$ cat src/rtl/adc_regif_pkg.sv
package adc_regif_pkg;

    localparam int BUS_W  = 8;
    localparam int ADDR_W = 2;

    typedef enum logic [ADDR_W-1:0] {
        SEL_CTRL = 2'd0,
        SEL_HIGH = 2'd1,
        SEL_LOW  = 2'd2,
        SEL_NONE = 2'd3
    } reg_sel_e;

    localparam int BIT_DONE = 7;
    localparam int BIT_EN   = 5;
    localparam int BIT_AMP  = 4;

endpackage

$ cat src/rtl/adc_conv_seq.sv
module adc_conv_seq #(
    parameter int CONV_CYCLES = 16,
    parameter int CH_W        = 3
) (
    input  logic            clk,
    input  logic            rst_n,
    input  logic            en_i,
    input  logic [CH_W-1:0] chan_i,
    output logic            start_o,
    output logic            done_o,
    output logic [CH_W-1:0] conv_chan_o
);
    localparam int CNT_W = (CONV_CYCLES > 2) ? $clog2(CONV_CYCLES) : 1;
    localparam logic [CNT_W-1:0] LAST = CNT_W'(CONV_CYCLES - 1);

    typedef struct packed {
        logic [CNT_W-1:0] cnt;
        logic [CH_W-1:0]  chan;
    } seq_t;

    seq_t st_q, st_d;
    logic start_w, done_w;

    always_comb begin
        st_d    = st_q;
        start_w = en_i && (st_q.cnt == '0);
        done_w  = en_i && (st_q.cnt == LAST);
        if (!en_i) begin
            st_d.cnt = '0;
        end else if (done_w) begin
            st_d.cnt = '0;
        end else begin
            st_d.cnt = st_q.cnt + 1'b1;
        end
        if (start_w) begin
            st_d.chan = chan_i;
        end
    end

    always_ff @(posedge clk or negedge rst_n) begin
        if (!rst_n) begin
            st_q <= '0;
        end else begin
            st_q <= st_d;
        end
    end

    assign start_o     = start_w;
    assign done_o      = done_w;
    assign conv_chan_o = st_q.chan;

endmodule

$ cat src/rtl/adc_result_path.sv
module adc_result_path #(
    parameter int RES_W = 10
) (
    input  logic             clk,
    input  logic             rst_n,
    input  logic             done_i,
    input  logic [RES_W-1:0] code_i,
    input  logic             over_i,
    input  logic             under_i,
    input  logic             lo_rd_i,
    input  logic             hi_rd_i,
    output logic [7:0]       data_hi_o,
    output logic [7:0]       data_lo_o,
    output logic             eoc_o,
    output logic             pend_o
);
    localparam int HI_W = 8;
    localparam int LO_W = RES_W - HI_W;

    typedef struct packed {
        logic [RES_W-1:0] res;
        logic [RES_W-1:0] held;
        logic             held_vld;
        logic             lock;
        logic             eoc;
    } rp_t;

    rp_t rp_q, rp_d;
    logic [RES_W-1:0] sat_w;

    always_comb begin
        if (over_i) begin
            sat_w = '1;
        end else if (under_i) begin
            sat_w = '0;
        end else begin
            sat_w = code_i;
        end
    end

    always_comb begin
        rp_d = rp_q;
        if (lo_rd_i) begin
            rp_d.lock = 1'b1;
        end
        if (hi_rd_i) begin
            rp_d.lock = 1'b0;
            rp_d.eoc  = 1'b0;
            if (rp_q.held_vld) begin
                rp_d.res      = rp_q.held;
                rp_d.held_vld = 1'b0;
                rp_d.eoc      = 1'b1;
            end
        end
        if (done_i) begin
            if ((rp_q.lock || lo_rd_i) && !hi_rd_i) begin
                rp_d.held     = sat_w;
                rp_d.held_vld = 1'b1;
            end else begin
                rp_d.res = sat_w;
                rp_d.eoc = 1'b1;
            end
        end
    end

    always_ff @(posedge clk or negedge rst_n) begin
        if (!rst_n) begin
            rp_q <= '0;
        end else begin
            rp_q <= rp_d;
        end
    end

    assign data_hi_o = rp_q.res[RES_W-1 -: HI_W];
    assign data_lo_o = {{(8-LO_W){1'b0}}, rp_q.res[LO_W-1:0]};
    assign eoc_o     = rp_q.eoc;
    assign pend_o    = rp_q.held_vld;

endmodule

$ cat src/rtl/adc_csr.sv
module adc_csr
    import adc_regif_pkg::*;
#(
    parameter int CH_W = 3
) (
    input  logic              clk,
    input  logic              rst_n,
    input  logic [ADDR_W-1:0] addr_i,
    input  logic              wr_i,
    input  logic              rd_i,
    input  logic [BUS_W-1:0]  wdata_i,
    input  logic              eoc_i,
    input  logic [7:0]        data_hi_i,
    input  logic [7:0]        data_lo_i,
    output logic [BUS_W-1:0]  rdata_o,
    output logic              en_o,
    output logic              amp_o,
    output logic [CH_W-1:0]   chan_o,
    output logic              lo_rd_o,
    output logic              hi_rd_o
);
    typedef struct packed {
        logic            en;
        logic            amp;
        logic [CH_W-1:0] chan;
    } ctl_t;

    ctl_t ctl_q, ctl_d;
    reg_sel_e sel_w;
    logic [BUS_W-1:0] ctl_view_w;

    always_comb begin
        sel_w = reg_sel_e'(addr_i);
        ctl_d = ctl_q;
        if (wr_i && sel_w == SEL_CTRL) begin
            ctl_d.en   = wdata_i[BIT_EN];
            ctl_d.amp  = wdata_i[BIT_AMP];
            ctl_d.chan = wdata_i[CH_W-1:0];
        end
    end

    always_comb begin
        ctl_view_w                = '0;
        ctl_view_w[BIT_DONE]      = eoc_i;
        ctl_view_w[BIT_EN]        = ctl_q.en;
        ctl_view_w[BIT_AMP]       = ctl_q.amp;
        ctl_view_w[CH_W-1:0]      = ctl_q.chan;
        case (sel_w)
            SEL_CTRL: rdata_o = ctl_view_w;
            SEL_HIGH: rdata_o = data_hi_i;
            SEL_LOW:  rdata_o = data_lo_i;
            default:  rdata_o = '0;
        endcase
    end

    always_ff @(posedge clk or negedge rst_n) begin
        if (!rst_n) begin
            ctl_q <= '0;
        end else begin
            ctl_q <= ctl_d;
        end
    end

    assign en_o    = ctl_q.en;
    assign amp_o   = ctl_q.amp;
    assign chan_o  = ctl_q.chan;
    assign lo_rd_o = rd_i && (sel_w == SEL_LOW);
    assign hi_rd_o = rd_i && (sel_w == SEL_HIGH);

endmodule

$ cat src/rtl/adc_regif.sv
module adc_regif #(
    parameter int CONV_CYCLES = 16,
    parameter int RES_W       = 10,
    parameter int CH_W        = 3
) (
    input  logic             clk,
    input  logic             rst_n,
    input  logic [1:0]       bus_addr,
    input  logic             bus_wr,
    input  logic             bus_rd,
    input  logic [7:0]       bus_wdata,
    output logic [7:0]       bus_rdata,
    input  logic [RES_W-1:0] smp_code,
    input  logic             smp_over,
    input  logic             smp_under,
    output logic             adc_power,
    output logic             amp_path_on,
    output logic [CH_W-1:0]  conv_chan
);
    logic            en_w, amp_w, lo_rd_w, hi_rd_w;
    logic [CH_W-1:0] chan_w;
    logic            start_w, done_w, eoc_w, pend_w;
    logic [7:0]      data_hi_w, data_lo_w;

    adc_csr #(.CH_W(CH_W)) u_csr (
        .clk       (clk),
        .rst_n     (rst_n),
        .addr_i    (bus_addr),
        .wr_i      (bus_wr),
        .rd_i      (bus_rd),
        .wdata_i   (bus_wdata),
        .eoc_i     (eoc_w),
        .data_hi_i (data_hi_w),
        .data_lo_i (data_lo_w),
        .rdata_o   (bus_rdata),
        .en_o      (en_w),
        .amp_o     (amp_w),
        .chan_o    (chan_w),
        .lo_rd_o   (lo_rd_w),
        .hi_rd_o   (hi_rd_w)
    );

    adc_conv_seq #(.CONV_CYCLES(CONV_CYCLES), .CH_W(CH_W)) u_seq (
        .clk         (clk),
        .rst_n       (rst_n),
        .en_i        (en_w),
        .chan_i      (chan_w),
        .start_o     (start_w),
        .done_o      (done_w),
        .conv_chan_o (conv_chan)
    );

    adc_result_path #(.RES_W(RES_W)) u_res (
        .clk       (clk),
        .rst_n     (rst_n),
        .done_i    (done_w),
        .code_i    (smp_code),
        .over_i    (smp_over),
        .under_i   (smp_under),
        .lo_rd_i   (lo_rd_w),
        .hi_rd_i   (hi_rd_w),
        .data_hi_o (data_hi_w),
        .data_lo_o (data_lo_w),
        .eoc_o     (eoc_w),
        .pend_o    (pend_w)
    );

    assign adc_power   = en_w;
    assign amp_path_on = en_w & amp_w;

endmodule

$ cat config.mk
export PLATFORM = sky130hd
export DESIGN_NAME = adc_regif
export DESIGN_NICKNAME = d
export VERILOG_FILES = /design/src/rtl/adc_regif_pkg.sv /design/src/rtl/adc_conv_seq.sv /design/src/rtl/adc_result_path.sv /design/src/rtl/adc_csr.sv /design/src/rtl/adc_regif.sv
export SDC_FILE = /design/constraint.sdc
export NUM_CORES = 1
export LEC_CHECK = 0
export ABC_CLOCK_PERIOD_IN_PS = 2060
export BUFFER_PORTS_ARGS = -buffer_cell sky130_fd_sc_hd__buf_2
export CAP_MARGIN = 40
export CORE_MARGIN = 4
export CORE_UTILIZATION = 44
export DETAILED_ROUTE_END_ITERATION = 12
export GPL_ROUTABILITY_DRIVEN = 0
export PLACE_DENSITY = 0.67
export SYNTH_ARGS = -nofsm -noshare
export SYNTH_HDL_FRONTEND = slang
export SYNTH_SLANG_ARGS = --single-unit
$ cat constraint.sdc
create_clock -name clk -period 2.06 [get_ports clk]
set_clock_uncertainty 0.05 [all_clocks]
set_input_delay 0.412 -clock clk [delete_from_list [all_inputs] [get_ports clk]]
set_output_delay 0.412 -clock clk [all_outputs]
set_load 0.01 [all_outputs]
; ---- Word level (Yosys, flattened, before mapping)
; Cells that the tools add are included.
[op_classes]
n_reduce_logical = 12
n_eq_ne = 3
addsub = 1
bitwise = 1
mux = 15
[op_table]
columns = operator, n
row1 = $mux 10, 5
row2 = $pmux 8 s3, 1
row3 = $mux 21, 1
row4 = $mux 11, 1
row5 = $mux 4, 2
row6 = $logic_and 1x1->1, 6
row7 = $add 4x1->4 const B, 1
row8 = $eq 4x4->1 const B, 1
row9 = $logic_not 4->1, 1
row10 = $mux 1, 4
row11 = $mux 3, 1
row12 = $eq 2x1->1 const B, 1
row13 = $eq 2x2->1 const B, 1
row14 = $logic_not 2->1, 1
row15 = $reduce_and 2->1, 1
row16 = $reduce_bool 2->1, 1
row17 = $and 1x1->1, 1
row18 = $logic_not 1->1, 1
row19 = $logic_or 1x1->1, 1
[word_totals]
reg_bits = 35
out_inout_bits = 13

; ---- Logic depth before layout (Yosys ltp)
[depth]
depth_word = 6
mapped_depth = 6

; ---- Cells and area by module
; A second synthesis with hierarchy kept.
[hier_totals]
hier_cells = 169
hier_area_um2 = 1903.1
[by_module_without_submodules]
columns = mod, area_per_inst_um2, cells_per_inst, n_inst, seq_area_each_um2
row1 = adc_result_path, 1162.4, 106, 1, 575.6
row2 = adc_csr, 382.9, 32, 1, 125.1
row3 = adc_conv_seq, 351.6, 30, 1, 175.2
row4 = adc_regif, 6.3, 1, 1, 0.0

; ---- Worst setup path after synthesis
; Ideal clock, no wire load.
[synth_timing]
path_type = input-to-reg
startpoint = input port bus_addr[1]
endpoint = register u_csr.ctl_q (netlist bit u_csr.amp_o)
setup_time_ps = 125
t_required_ps = 1885
stages = 3
n_path_buf = 1
slack_ps = 605
arrival_time_ps = 1280
path_cell_list = buf_2 -> nor3b_2 -> mux2_2
[synth_between]
elab_chain_cells = 2
[synth_lines]
columns = item, line_no
row1 = "start, declared", adc_regif.sv:8  ; input logic [1:0] bus_addr,
row2 = $logic_not 2->1, adc_csr.sv:35  ; if (wr_i && sel_w == SEL_CTRL) begin
row3 = $logic_and 1x1->1, adc_csr.sv:35
row4 = "end signal, assigned", adc_csr.sv:60  ; ctl_q <= ctl_d;
row5 = "end, declared", adc_csr.sv:28  ; ctl_t ctl_q, ctl_d;
; Every way passes these cells.
; A chain may end at the register's enable or synchronous reset.

; ---- Worst setup path after layout
[layout_timing]
startpoint = input port bus_addr[1]
endpoint = output port bus_rdata[0]
[layout_between]
elab_chain_cells = 2
word_cells_on_any_way = 4
classes_between = eq/ne: 2 / mux: 1 / reduce/logical: 1
[layout_lines]
columns = item, line_no
row1 = "$eq 2x2->1, or another cell as far along", adc_csr.sv:48  ; case (sel_w)
row2 = $pmux 8 s3 (*), adc_csr.sv:48
row3 = "end, declared", adc_regif.sv:12  ; output logic [7:0] bus_rdata,
; Every way passes the cells marked *; elsewhere a longest branch is shown, timed or not.

==> run metrics <==
Fmax 0.6128 GHz; min-delay worst type input pin to asynchronous set/reset pin; Yosys Warn Count 0; Final setup viols 0; H-Tree Depth 2; r2r setup slk 0.43 ns; crit-path max cell delay 0.22 ns; die area between 5000 and 6000 um2; All-Layer GR Usage 0.1575; core area between 3000 and 4000 um2; cells on worst reg2reg path 5; post-DR wirelength/cell 15.11 um; first-pass GRT wire length 6.003 mm; Slowest-stage cell, CP buf_2; vias in the first global route between 1,000 and 1,500; Post-synth EDFFs 0; Clock transition at path regs 0.07 ns; Static Leak 0.001087 uW; CP Cell Sequence buf_2, nor2b_1, nand2_1, o21ai_0, buf_2; Critical Path Most Common Cell buf_2; DP Worst Slack 0.2011 ns; gr ovfl total 0; setup bufs post-CTS 0; CP Class input pin to output pin; largest net degree at the start of global routing 36; Buffers on Ports 35; Slew @ Worst Pin just under 0.8 ns; critical path launch point type input pin; Top Ports 39; post-CTS resize count 0; FFs w/ async S/R, synth 1.000; Bufs on Longest Clock Path 2; worst hold slack between 0.15 and 0.2 ns; status finished clean; R2R Path Start u_seq.st_q[3]$_DFF_PN0_; P&R area growth vs syn 15.05%; Area contributors post-synth dfrtp_1 (50%), mux2i_1 (21%), mux2_2 (4.5%); drt pass-1 iters 4; met2 wire len 1.731 mm; clock latency at the later pin of the worst-skew pair 0.29 ns; Tmin final 1.632 ns; FF+latch count, synth 35; Post-synth top cells mux2i_1 (36), dfrtp_1 (35), inv_1 (14); Root Buffer clkbuf_8; DP Wirelength 2.595 mm; total clock sinks 35; Slew HR 0.4835; initial detailed-routing violation count a little over 40; cell count after synthesis 153; DRC viols 0; Hold Violations, Final 0; r2r endpoint u_seq.conv_chan_o[2]$_DFFE_PN0P_; TritonCTS clock tree done; RSZ-0062 raised after global routing false; Top FF cell, synth dfrtp_1; Critical Path RT about 1.6 ns; Setup crit end kind output pin; Final Max Slew Viols 0; Filler Cell Count ~390; worst vdd rail ir drop 0.4014 mV; syn avg cell area around 11 um2; most common cell in the netlist mux2i_1; syn_nets 181; post-route ant nets 0; critical path peak fanout 10; fin crit share 0.7922; Routed WL 3.580 mm; row count 22; PnR worst setup slack 0.4282 ns; vias per cell roughly 5; Pwr per Cell Area 799.1 nW/um2; die height a little over 70 um; top sig layer met4; WL met3 177 um; share of the synthesized area in the top cell type 0.5018; Post-Route M1 WL 1.590 mm; share of cells above drive strength 1 0.2910; sequential fraction of the synthesis area 0.5018; count of different cell masters after synthesis 29; dominant cell type by area after synthesis dfrtp_1; Antenna diodes 0; Arrival @ worst endpoint 1.17 ns; CTS Hold Bufs 0; via count 1,219; total clock buffers created by CTS 5; die width 70.99 um; Post-Route Setup TNS 0 ns; antenna violations before repair 0; Initial Utilization 0.4662; Post-layout nets 216; total of max-cap violations 0; Syn Std Cell Area 1745 um2
==> flip-flops by register name (all words and copies together), names as in the netlist <==
signal and flops:
u_res.rp_q 11, u_res.data_hi_o 8, u_seq.st_q 4, u_csr.chan_o 3, u_seq.conv_chan_o 3, u_res.data_lo_o 2, u_csr.amp_o 1, u_csr.en_o 1
u_res.eoc_o 1, u_res.pend_o 1
==> layer usage <==
metal / track usage / up-vias
met5: 0 / -
met4: 0.08142 / 0
met3: 0.03835 / 7
met2: 0.2657 / 31
met1: 0.1851 / 595
li1: - / 586
==> how the worst max path moves through the flow <==
stage,from,endpoint,depth (start not counted)
floorplan,bus_addr[1],u_csr.amp_o$_DFFE_PN0P_,3
global placement,bus_addr[0],u_res.data_hi_o[3]$_DFF_PN0_,5
detailed placement,bus_addr[0],u_res.data_hi_o[0]$_DFF_PN0_,5
CTS,u_seq.st_q[3]$_DFF_PN0_,u_seq.conv_chan_o[0]$_DFFE_PN0P_,5
global route,bus_addr[1],bus_rdata[0],5
finish,bus_addr[1],bus_rdata[0],5
==> report_power, final <==
part | internal (uW) | switching, uW
Combinational | 145 | 152
Clock | 237 | 238
Sequential | 774 | 59.7
==> worst max-delay path: cells and delay by family <==
kind	cells	cell delay, ns
AOI/OAI and AO/OA	1	0.09
buffers and inverters	2	0.39
and+or+nand+nor	2	0.27
==> placed cells by master, fill, tap and decap left out, types with 4 or more instances in the layout <==
| cell | instances |
|---|---|
| dfrtp_1 | 35 |
| inv_1 | 14 |
| buf_2 | 35 |
| a21oi_1 | 12 |
| and2_1 | 4 |
| nor2_1 | 5 |
| clkbuf_8 | 5 |
| mux2i_1 | 36 |
| nand2_1 | 9 |
| o21ai_0 | 4 |
| mux2_2 | 7 |
==> final cells by class <==
type,count,area [um2],share of cell area
Clock buffer,7,76.32,0.03801
Inverter,15,56.30,0.02804
Timing Repair Buffer,37,190.2,0.09470
Multi-Input combinational cell,94,744.5,0.3707
Tap cell,48,60.06,0.02991
Sequential cell,35,875.8,0.4361
Clock inverter,1,5.005,0.002492
==> stage by stage <==
| stage | power (uW) | instance area (um2) | cells | utilization |
|---|---|---|---|---|
| detailed placement | 1153 | 1927 | 229 | 0.5147 |
| CTS | 1629 | 2008 | 237 | 0.5364 |
| global route | 1701 | 2008 | 237 | 0.5364 |
| floorplan | 1058 | 1745 | 153 | - |
| finish | 1605 | 2008 | 237 | 0.5364 |
| global placement | 1127 | 1927 | 229 | 0.5147 |
==> cell families (layout without fill, tap and decap cells) <==
group | after synthesis | in the layout | synth area share
compound gates | 20 | 20 | 0.06524
xor+xnor | 1 | 1 | 0.005019
fa+ha+maj | 2 | 2 | 0.01433
buf+inv | 24 | 60 | 0.07168
flops | 35 | 35 | 0.5018
mux | 43 | 43 | 0.2516
simple gates | 28 | 28 | 0.09032
(Power assumes the default switching activity.)
